`src/rtl/uft_pkg.sv`:
```
// uft_pkg: shared constants and types for the UART frame serializer.
// Assumes a word of at most MAX_DATA_W bits plus one parity bit.
package uft_pkg;

    localparam int unsigned MAX_DATA_W = 9;
    localparam int unsigned PAYLOAD_W  = MAX_DATA_W + 1;
    localparam int unsigned FRAME_MAX  = PAYLOAD_W + 2;
    localparam int unsigned IDX_W      = $clog2(FRAME_MAX);
    localparam int unsigned LEN_W      = $clog2(MAX_DATA_W + 1);

    // Word length encodings; code 3 behaves as 9 bits.
    typedef enum logic [1:0] {
        WLEN_7  = 2'd0,
        WLEN_8  = 2'd1,
        WLEN_9  = 2'd2,
        WLEN_9B = 2'd3
    } wlen_e;

    typedef struct packed {
        logic  msb_first;
        logic  data_inv;
        logic  pin_inv;
        wlen_e wlen;
        logic  par_en;
        logic  par_odd;
    } frame_cfg_t;

    typedef enum logic [1:0] {
        ST_IDLE = 2'd0,
        ST_ARM  = 2'd1,
        ST_SEND = 2'd2
    } tx_state_e;

    // Number of data bits for a length code.
    function automatic logic [LEN_W-1:0] wlen_bits(wlen_e w);
        case (w)
            WLEN_7:  return LEN_W'(7);
            WLEN_8:  return LEN_W'(8);
            default: return LEN_W'(9);
        endcase
    endfunction

endpackage

```
`src/rtl/uft_cfg_reg.sv`:
```
// uft_cfg_reg: holds the frame options. Loads only while the module is
// disabled, so options never change under a frame in flight.
// Assumes a synchronous active-low reset; reset clears every option.
module uft_cfg_reg
    import uft_pkg::*;
(
    input  logic       clk,
    input  logic       rst_n,
    input  logic       enable,
    input  logic       we,
    input  frame_cfg_t cfg_in,
    output frame_cfg_t cfg_q
);

    // Option register with write lock while enabled.
    always_ff @(posedge clk) begin
        if (!rst_n) begin
            cfg_q <= '0;
        end else if (we && !enable) begin
            cfg_q <= cfg_in;
        end
    end

    AST_CFG_LOCKED: assert property (@(posedge clk) disable iff (!rst_n)
        enable |=> $stable(cfg_q));

endmodule

```
`src/rtl/uft_word_build.sv`:
```
// uft_word_build: turns the held word into the payload in send order.
// Masks to the word length, applies data inversion, reorders for
// MSB-first, then places parity (computed on the inverted data) just
// above the last data bit. Payload bit 0 goes on the line first.
// Purely combinational; assumes cfg is stable while a frame runs.
module uft_word_build
    import uft_pkg::*;
(
    input  frame_cfg_t             cfg,
    input  logic [MAX_DATA_W-1:0]  word,
    output logic [PAYLOAD_W-1:0]   payload,
    output logic [IDX_W-1:0]       payload_n
);

    logic [LEN_W-1:0]      nbits;
    logic [LEN_W-1:0]      shamt;
    logic [MAX_DATA_W-1:0] mask;
    logic [MAX_DATA_W-1:0] pol;
    logic [MAX_DATA_W-1:0] rev;
    logic [MAX_DATA_W-1:0] ordered;
    logic                  parity;

    // Word length and the shift that aligns a reversed word to bit 0.
    always_comb begin
        nbits = wlen_bits(cfg.wlen);
        shamt = LEN_W'(MAX_DATA_W) - nbits;
    end

    // Per-bit mask and full-width reversal, one slice per bit.
    for (genvar g = 0; g < MAX_DATA_W; g++) begin : g_bit
        assign mask[g] = (LEN_W'(g) < nbits);
        assign rev[g]  = pol[MAX_DATA_W-1-g];
    end

    // Inversion applied inside the word only.
    always_comb begin
        pol = (word ^ {MAX_DATA_W{cfg.data_inv}}) & mask;
    end

    // Order select, parity and payload assembly.
    always_comb begin
        ordered   = cfg.msb_first ? (rev >> shamt) : pol;
        parity    = (^pol) ^ cfg.par_odd;
        payload   = {1'b0, ordered};
        if (cfg.par_en) begin
            payload = payload | (PAYLOAD_W'(parity) << nbits);
        end
        payload_n = IDX_W'(nbits) + IDX_W'(cfg.par_en);
    end

    // Parity bit and sent data carry the selected parity in total.
    always_comb begin
        if (cfg.par_en) begin
            AST_PARITY_SENSE: assert ((^payload) == cfg.par_odd);
        end
    end

endmodule

```
`src/rtl/uft_frame_seq.sv`:
```
// uft_frame_seq: frame sequencer. Accepts a start strobe when idle,
// waits for the first baud tick, then walks start, payload and stop
// bits one tick each. Produces the un-inverted line level and busy.
// Assumes baud_tick is a one-cycle pulse; dropping enable aborts.
module uft_frame_seq
    import uft_pkg::*;
(
    input  logic                  clk,
    input  logic                  rst_n,
    input  logic                  enable,
    input  logic                  start,
    input  logic                  tick,
    input  logic [MAX_DATA_W-1:0] data,
    input  logic [PAYLOAD_W-1:0]  payload,
    input  logic [IDX_W-1:0]      payload_n,
    output logic [MAX_DATA_W-1:0] word_q,
    output logic                  line_q,
    output logic                  busy
);

    tx_state_e        state_q;
    logic [IDX_W-1:0] idx_q;
    logic [IDX_W-1:0] last_idx;

    // Index of the stop bit within the frame.
    always_comb begin
        last_idx = payload_n + IDX_W'(1);
        busy     = (state_q != ST_IDLE);
    end

    // Frame state, bit index, held word and raw line level.
    always_ff @(posedge clk) begin
        if (!rst_n) begin
            state_q <= ST_IDLE;
            idx_q   <= '0;
            line_q  <= 1'b1;
            word_q  <= '0;
        end else if (!enable) begin
            state_q <= ST_IDLE;
            idx_q   <= '0;
            line_q  <= 1'b1;
        end else begin
            case (state_q)
                ST_IDLE: begin
                    if (start) begin
                        word_q  <= data;
                        state_q <= ST_ARM;
                    end
                end
                ST_ARM: begin
                    if (tick) begin
                        state_q <= ST_SEND;
                        idx_q   <= '0;
                        line_q  <= 1'b0;
                    end
                end
                ST_SEND: begin
                    if (tick) begin
                        if (idx_q == last_idx) begin
                            state_q <= ST_IDLE;
                            idx_q   <= '0;
                            line_q  <= 1'b1;
                        end else begin
                            idx_q  <= idx_q + IDX_W'(1);
                            line_q <= (idx_q < payload_n) ? payload[idx_q] : 1'b1;
                        end
                    end
                end
                default: begin
                    state_q <= ST_IDLE;
                    line_q  <= 1'b1;
                end
            endcase
        end
    end

    AST_BUSY_ON_ACCEPT: assert property (@(posedge clk) disable iff (!rst_n)
        (enable && start && !busy) |=> busy);

    AST_START_LEVEL: assert property (@(posedge clk) disable iff (!rst_n)
        (enable && state_q == ST_ARM && tick) |=> (line_q == 1'b0));

    AST_STOP_THEN_IDLE: assert property (@(posedge clk) disable iff (!rst_n)
        (enable && state_q == ST_SEND && tick && idx_q == last_idx)
            |=> (line_q && !busy));

    AST_HOLD_WITHOUT_TICK: assert property (@(posedge clk) disable iff (!rst_n)
        (enable && !tick) |=> $stable(line_q));

    AST_DISABLED_IDLE: assert property (@(posedge clk) disable iff (!rst_n)
        !enable |=> (line_q && !busy));

    AST_NO_REACCEPT: assert property (@(posedge clk) disable iff (!rst_n)
        (enable && busy) |=> $stable(word_q));

endmodule

```
`src/rtl/uart_frame_tx.sv`:
```
// uart_frame_tx: UART transmit serializer with selectable bit order,
// data/parity inversion and whole-line inversion. Options are locked
// while enable is high. Assumes an external one-cycle baud_tick.
module uart_frame_tx
    import uft_pkg::*;
(
    input  logic                  clk,
    input  logic                  rst_n,
    input  logic                  enable,
    input  logic                  cfg_we,
    input  logic                  cfg_msb_first,
    input  logic                  cfg_data_inv,
    input  logic                  cfg_pin_inv,
    input  logic [1:0]            cfg_wlen,
    input  logic                  cfg_par_en,
    input  logic                  cfg_par_odd,
    input  logic [MAX_DATA_W-1:0] data,
    input  logic                  start,
    input  logic                  baud_tick,
    output logic                  tx,
    output logic                  busy
);

    frame_cfg_t            cfg_in;
    frame_cfg_t            cfg_q;
    logic [MAX_DATA_W-1:0] word_q;
    logic [PAYLOAD_W-1:0]  payload;
    logic [IDX_W-1:0]      payload_n;
    logic                  line_q;

    // Gather the option pins into one record.
    always_comb begin
        cfg_in.msb_first = cfg_msb_first;
        cfg_in.data_inv  = cfg_data_inv;
        cfg_in.pin_inv   = cfg_pin_inv;
        cfg_in.wlen      = wlen_e'(cfg_wlen);
        cfg_in.par_en    = cfg_par_en;
        cfg_in.par_odd   = cfg_par_odd;
    end

    uft_cfg_reg u_cfg (
        .clk    (clk),
        .rst_n  (rst_n),
        .enable (enable),
        .we     (cfg_we),
        .cfg_in (cfg_in),
        .cfg_q  (cfg_q)
    );

    uft_word_build u_build (
        .cfg       (cfg_q),
        .word      (word_q),
        .payload   (payload),
        .payload_n (payload_n)
    );

    uft_frame_seq u_seq (
        .clk       (clk),
        .rst_n     (rst_n),
        .enable    (enable),
        .start     (start),
        .tick      (baud_tick),
        .data      (data),
        .payload   (payload),
        .payload_n (payload_n),
        .word_q    (word_q),
        .line_q    (line_q),
        .busy      (busy)
    );

    // Line polarity applied last, so idle, start and stop follow it.
    always_comb begin
        tx = line_q ^ cfg_q.pin_inv;
    end

    AST_IDLE_POLARITY: assert property (@(posedge clk) disable iff (!rst_n)
        !busy |=> (busy || tx == !cfg_q.pin_inv));

endmodule

```
`config.mk`:
```
export PLATFORM = sky130hd
export DESIGN_NAME = uart_frame_tx
export DESIGN_NICKNAME = d
export VERILOG_FILES = /design/src/rtl/uft_pkg.sv /design/src/rtl/uft_cfg_reg.sv /design/src/rtl/uft_word_build.sv /design/src/rtl/uft_frame_seq.sv /design/src/rtl/uart_frame_tx.sv
export SDC_FILE = /design/constraint.sdc
export NUM_CORES = 1
export LEC_CHECK = 0
export ABC_AREA = 1
export BUFFER_PORTS_ARGS = -buffer_cell sky130_fd_sc_hd__buf_4
export CAP_MARGIN = 25
export CORE_MARGIN = 5
export CORE_UTILIZATION = 48
export CTS_BUF_LIST = sky130_fd_sc_hd__clkbuf_4 sky130_fd_sc_hd__clkbuf_8
export CTS_CLUSTER_DIAMETER = 80
export CTS_CLUSTER_SIZE = 30
export DETAILED_ROUTE_END_ITERATION = 10
export PLACE_DENSITY = 0.72
export SLEW_MARGIN = 20
export SYNTH_ARGS = -nofsm -noshare
export SYNTH_HDL_FRONTEND = slang
export SYNTH_SLANG_ARGS = --single-unit
```
`constraint.sdc`:
```
create_clock -name clk -period 3 [get_ports clk]
set_clock_uncertainty 0.1 [all_clocks]
set_input_delay 0.3 -clock clk [delete_from_list [all_inputs] [get_ports clk]]
set_output_delay 0.3 -clock clk [all_outputs]
set_load 0.1 [all_outputs]
```
==> flow_summary.toml <==
[outcome]
run_status = "completed"

[min_path]
hold_path.startpoint = "data[8]"
min_path_cells = 3
hold_path_class = "in2reg"
hold-path-endpoint = "u_seq.word_q[8]$_SDFFE_PN0P_"

[cells_and_area]
final_layout_size_suffix_gt1_frac = 0.163
final_cells = 360
diodes = 0
synthToLayoutAreaGrowth_pct = 11.3
multi_input_area_um2 = 1170
fin_nets = 342
fill_cells = 385
final_util = 0.558
final-seq-area_um2 = 460

[cts]
cts_resized = 0
clockBufferDepth = 2
clk_pin_slew_ns = 0.08
cts_setup_buffers = 0
cts_inserted_buffers = 3
cts_hold_buf = 0
clk_latency_ns = 0.26
cts_tree = "done"
cts.sinks = 23
clockRootBuffer = "clkbuf_8"
h-tree-depth = 1

[pwr]
clkPwrFrac = 0.243
ir_drop_uv = 279
comb_power_share = 0.328
p_total_mw = 0.804
pwr-share-seq = 0.429
switchingPower_mw = 0.293
powerDensity_nw_per_um2 = 391
p_int_mw = 0.511
leakage_nw = 0.960
sw_frac_of_total = 0.365

[timing]
period_share = 0.792
timing.fmax_ghz = 0.421
setup_viol_count_final = 0
tightestPinTransition_ns = 0.612
maxSlewViolCount = 0
setup-tns-final_ns = 0
period_needed_ns = 2.38
hold_violations = 0
slew_headroom = 0.591
rsz0062_at_grt = "no"
hold_ws_ns = 0.153

[die]
initial_core_util = 0.501
die_h_um = 72.1
core-area_um2 = 3690
die_w_um = 72.1
rows = 22
dieArea_um2 = 5190
io_pins = 24

[drt]
avgViaCountPerCell = 5.16
post-route-drc-count = 0
drt_iter0_drc = 131
wirelength_um = 4270
postRouteAntennaNets = 0
wire_per_inst_um = 11.9
vias = 1858
firstDrtPassIters = 5

[placement]
placed_cells = 356
hpwl_um = 3360
port_buffers = 23
gp_congestion = 0.963

[worst_setup_path]
crit_start = "u_cfg.cfg_q[2]$_SDFFE_PN0P_"
criticalPathCategory = "reg2reg"
reg2reg_depth = 14
crit_required_ns = 3.06
regToRegEndpoint = "u_seq.line_q$_SDFFE_PN1P_"
end_kind = "flop"
rrSetupSlack_ns = 0.62
arrival_ns = 2.44
crit_path_max_fanout = 8
cp-start-kind = "flop"
r2r-start = "u_cfg.cfg_q[2]$_SDFFE_PN0P_"

[synthesis]
synth_flop_cell = "dfxtp_1"
synth_area_um2 = 1850
synth_common_cells = "nand2_1, inv_1, a21oi_1, o21ai_0, nor2_1"
synth_top_cell_area_share = 0.249
synth.avg_cell_area_um2 = 6.31
ys_types = 29
syn_inst = 293
yosysWarnings = 0
yosysTopAreaCell = "dfxtp_1"
synth-edff-count = 0
synth_area_leaders = "dfxtp_1, nand2_1, a21oi_1"
synth.net_count = 322
synth.most_common_cell = "nand2_1"
async_flop_share = 0
ys_ff_latch = 23
ys_seq_area_frac = 0.249

[global_route]
grt_usage = 0.172
grt_pass1_wl_um = 7310
grt_start_max_net_pins = 19
antenna_found_initial = 0
grt_overflow_total = 0
grt_pass1_vias = 1625

[run]
cap_violations = 0
-- sequential cells by signal, summed over array words and instances (netlist names) --
register	flops
u_seq.idx_q	4
u_seq.word_q	9
u_seq.state_q	2
u_cfg.cfg_q	7
u_seq.line_q	1
-- metal layers --
metal	global-route usage	share of wire	vias up
li1	-	-	987
met1	0.250	0.48	804
met2	0.259	0.44	61
met3	0.0360	0.069	6
met4	0.0418	0.0098	0
met5	0	0	-
-- cells in the final DEF, fill, tap and decap left out, types with 6 or more instances in the layout --
master / count
nand2_1: 79
inv_1: 32
a21oi_1: 29
o21ai_0: 27
nor2_1: 26
buf_4: 23
dfxtp_1: 23
nand2_2: 14
nand3_1: 12
ha_1: 7
xor2_1: 6
-- stage by stage --
step | setup slack (ns) | cell area, um2
2_1_floorplan | 0.844 | 1850
3_3_place_gp | 0.678 | 2010
3_5_place_dp | 0.642 | 2010
4_1_cts | 0.632 | 2060
5_1_grt | 0.366 | 2060
6_report | 0.624 | 2060
-- worst max-delay path, stage by stage, from the launching register on --
cell and delay [ns]:
dfxtp_1 0.45, inv_2 0.10, nor2_8 0.16, inv_4 0.08
ha_1 0.19, xnor2_1 0.25, ha_1 0.28, inv_1 0.05
nor2_1 0.03, o211ai_1 0.15, nand4_1 0.11, a21oi_1 0.13
nand2_1 0.08, nand2_1 0.06, nand2_1 0.05
-- power groups by stage --
stage               logic [mW]  clock network [mW]  registers, mW
finish                   0.264               0.196          0.345
global route             0.303               0.218          0.348
CTS                      0.262               0.202          0.345
detailed placement       0.261                   0          0.352
global placement         0.260                   0          0.351
floorplan                0.213                   0          0.340
-- cell families after synthesis --
group	count (synthesis)	share of synthesized area
buffers and inverters	45	0.116
flip-flops	23	0.249
AO/OA/AOI/OAI	71	0.207
adder cells (fa/ha/maj)	7	0.0474
AND/OR/NAND/NOR	139	0.343
XOR/XNOR	8	0.0379
-- worst max-delay path by stage --
stage                                     end  slack [ns]
floorplan                                  tx        0.84
global placement    u_seq.line_q$_SDFFE_PN1P_        0.68
detailed placement  u_seq.line_q$_SDFFE_PN1P_        0.64
CTS                 u_seq.line_q$_SDFFE_PN1P_        0.63
global route        u_seq.line_q$_SDFFE_PN1P_        0.37
finish              u_seq.line_q$_SDFFE_PN1P_        0.62
-- cell type report --
cell class              instances  area share
clock buffers                   3      0.0201
inverters                      37      0.0700
well taps                      48      0.0292
multi-input cells             225       0.571
clock inverters                 1     0.00243
flip-flops and latches         23       0.224
repair buffers                 23      0.0839
(Power assumes the default switching activity.)
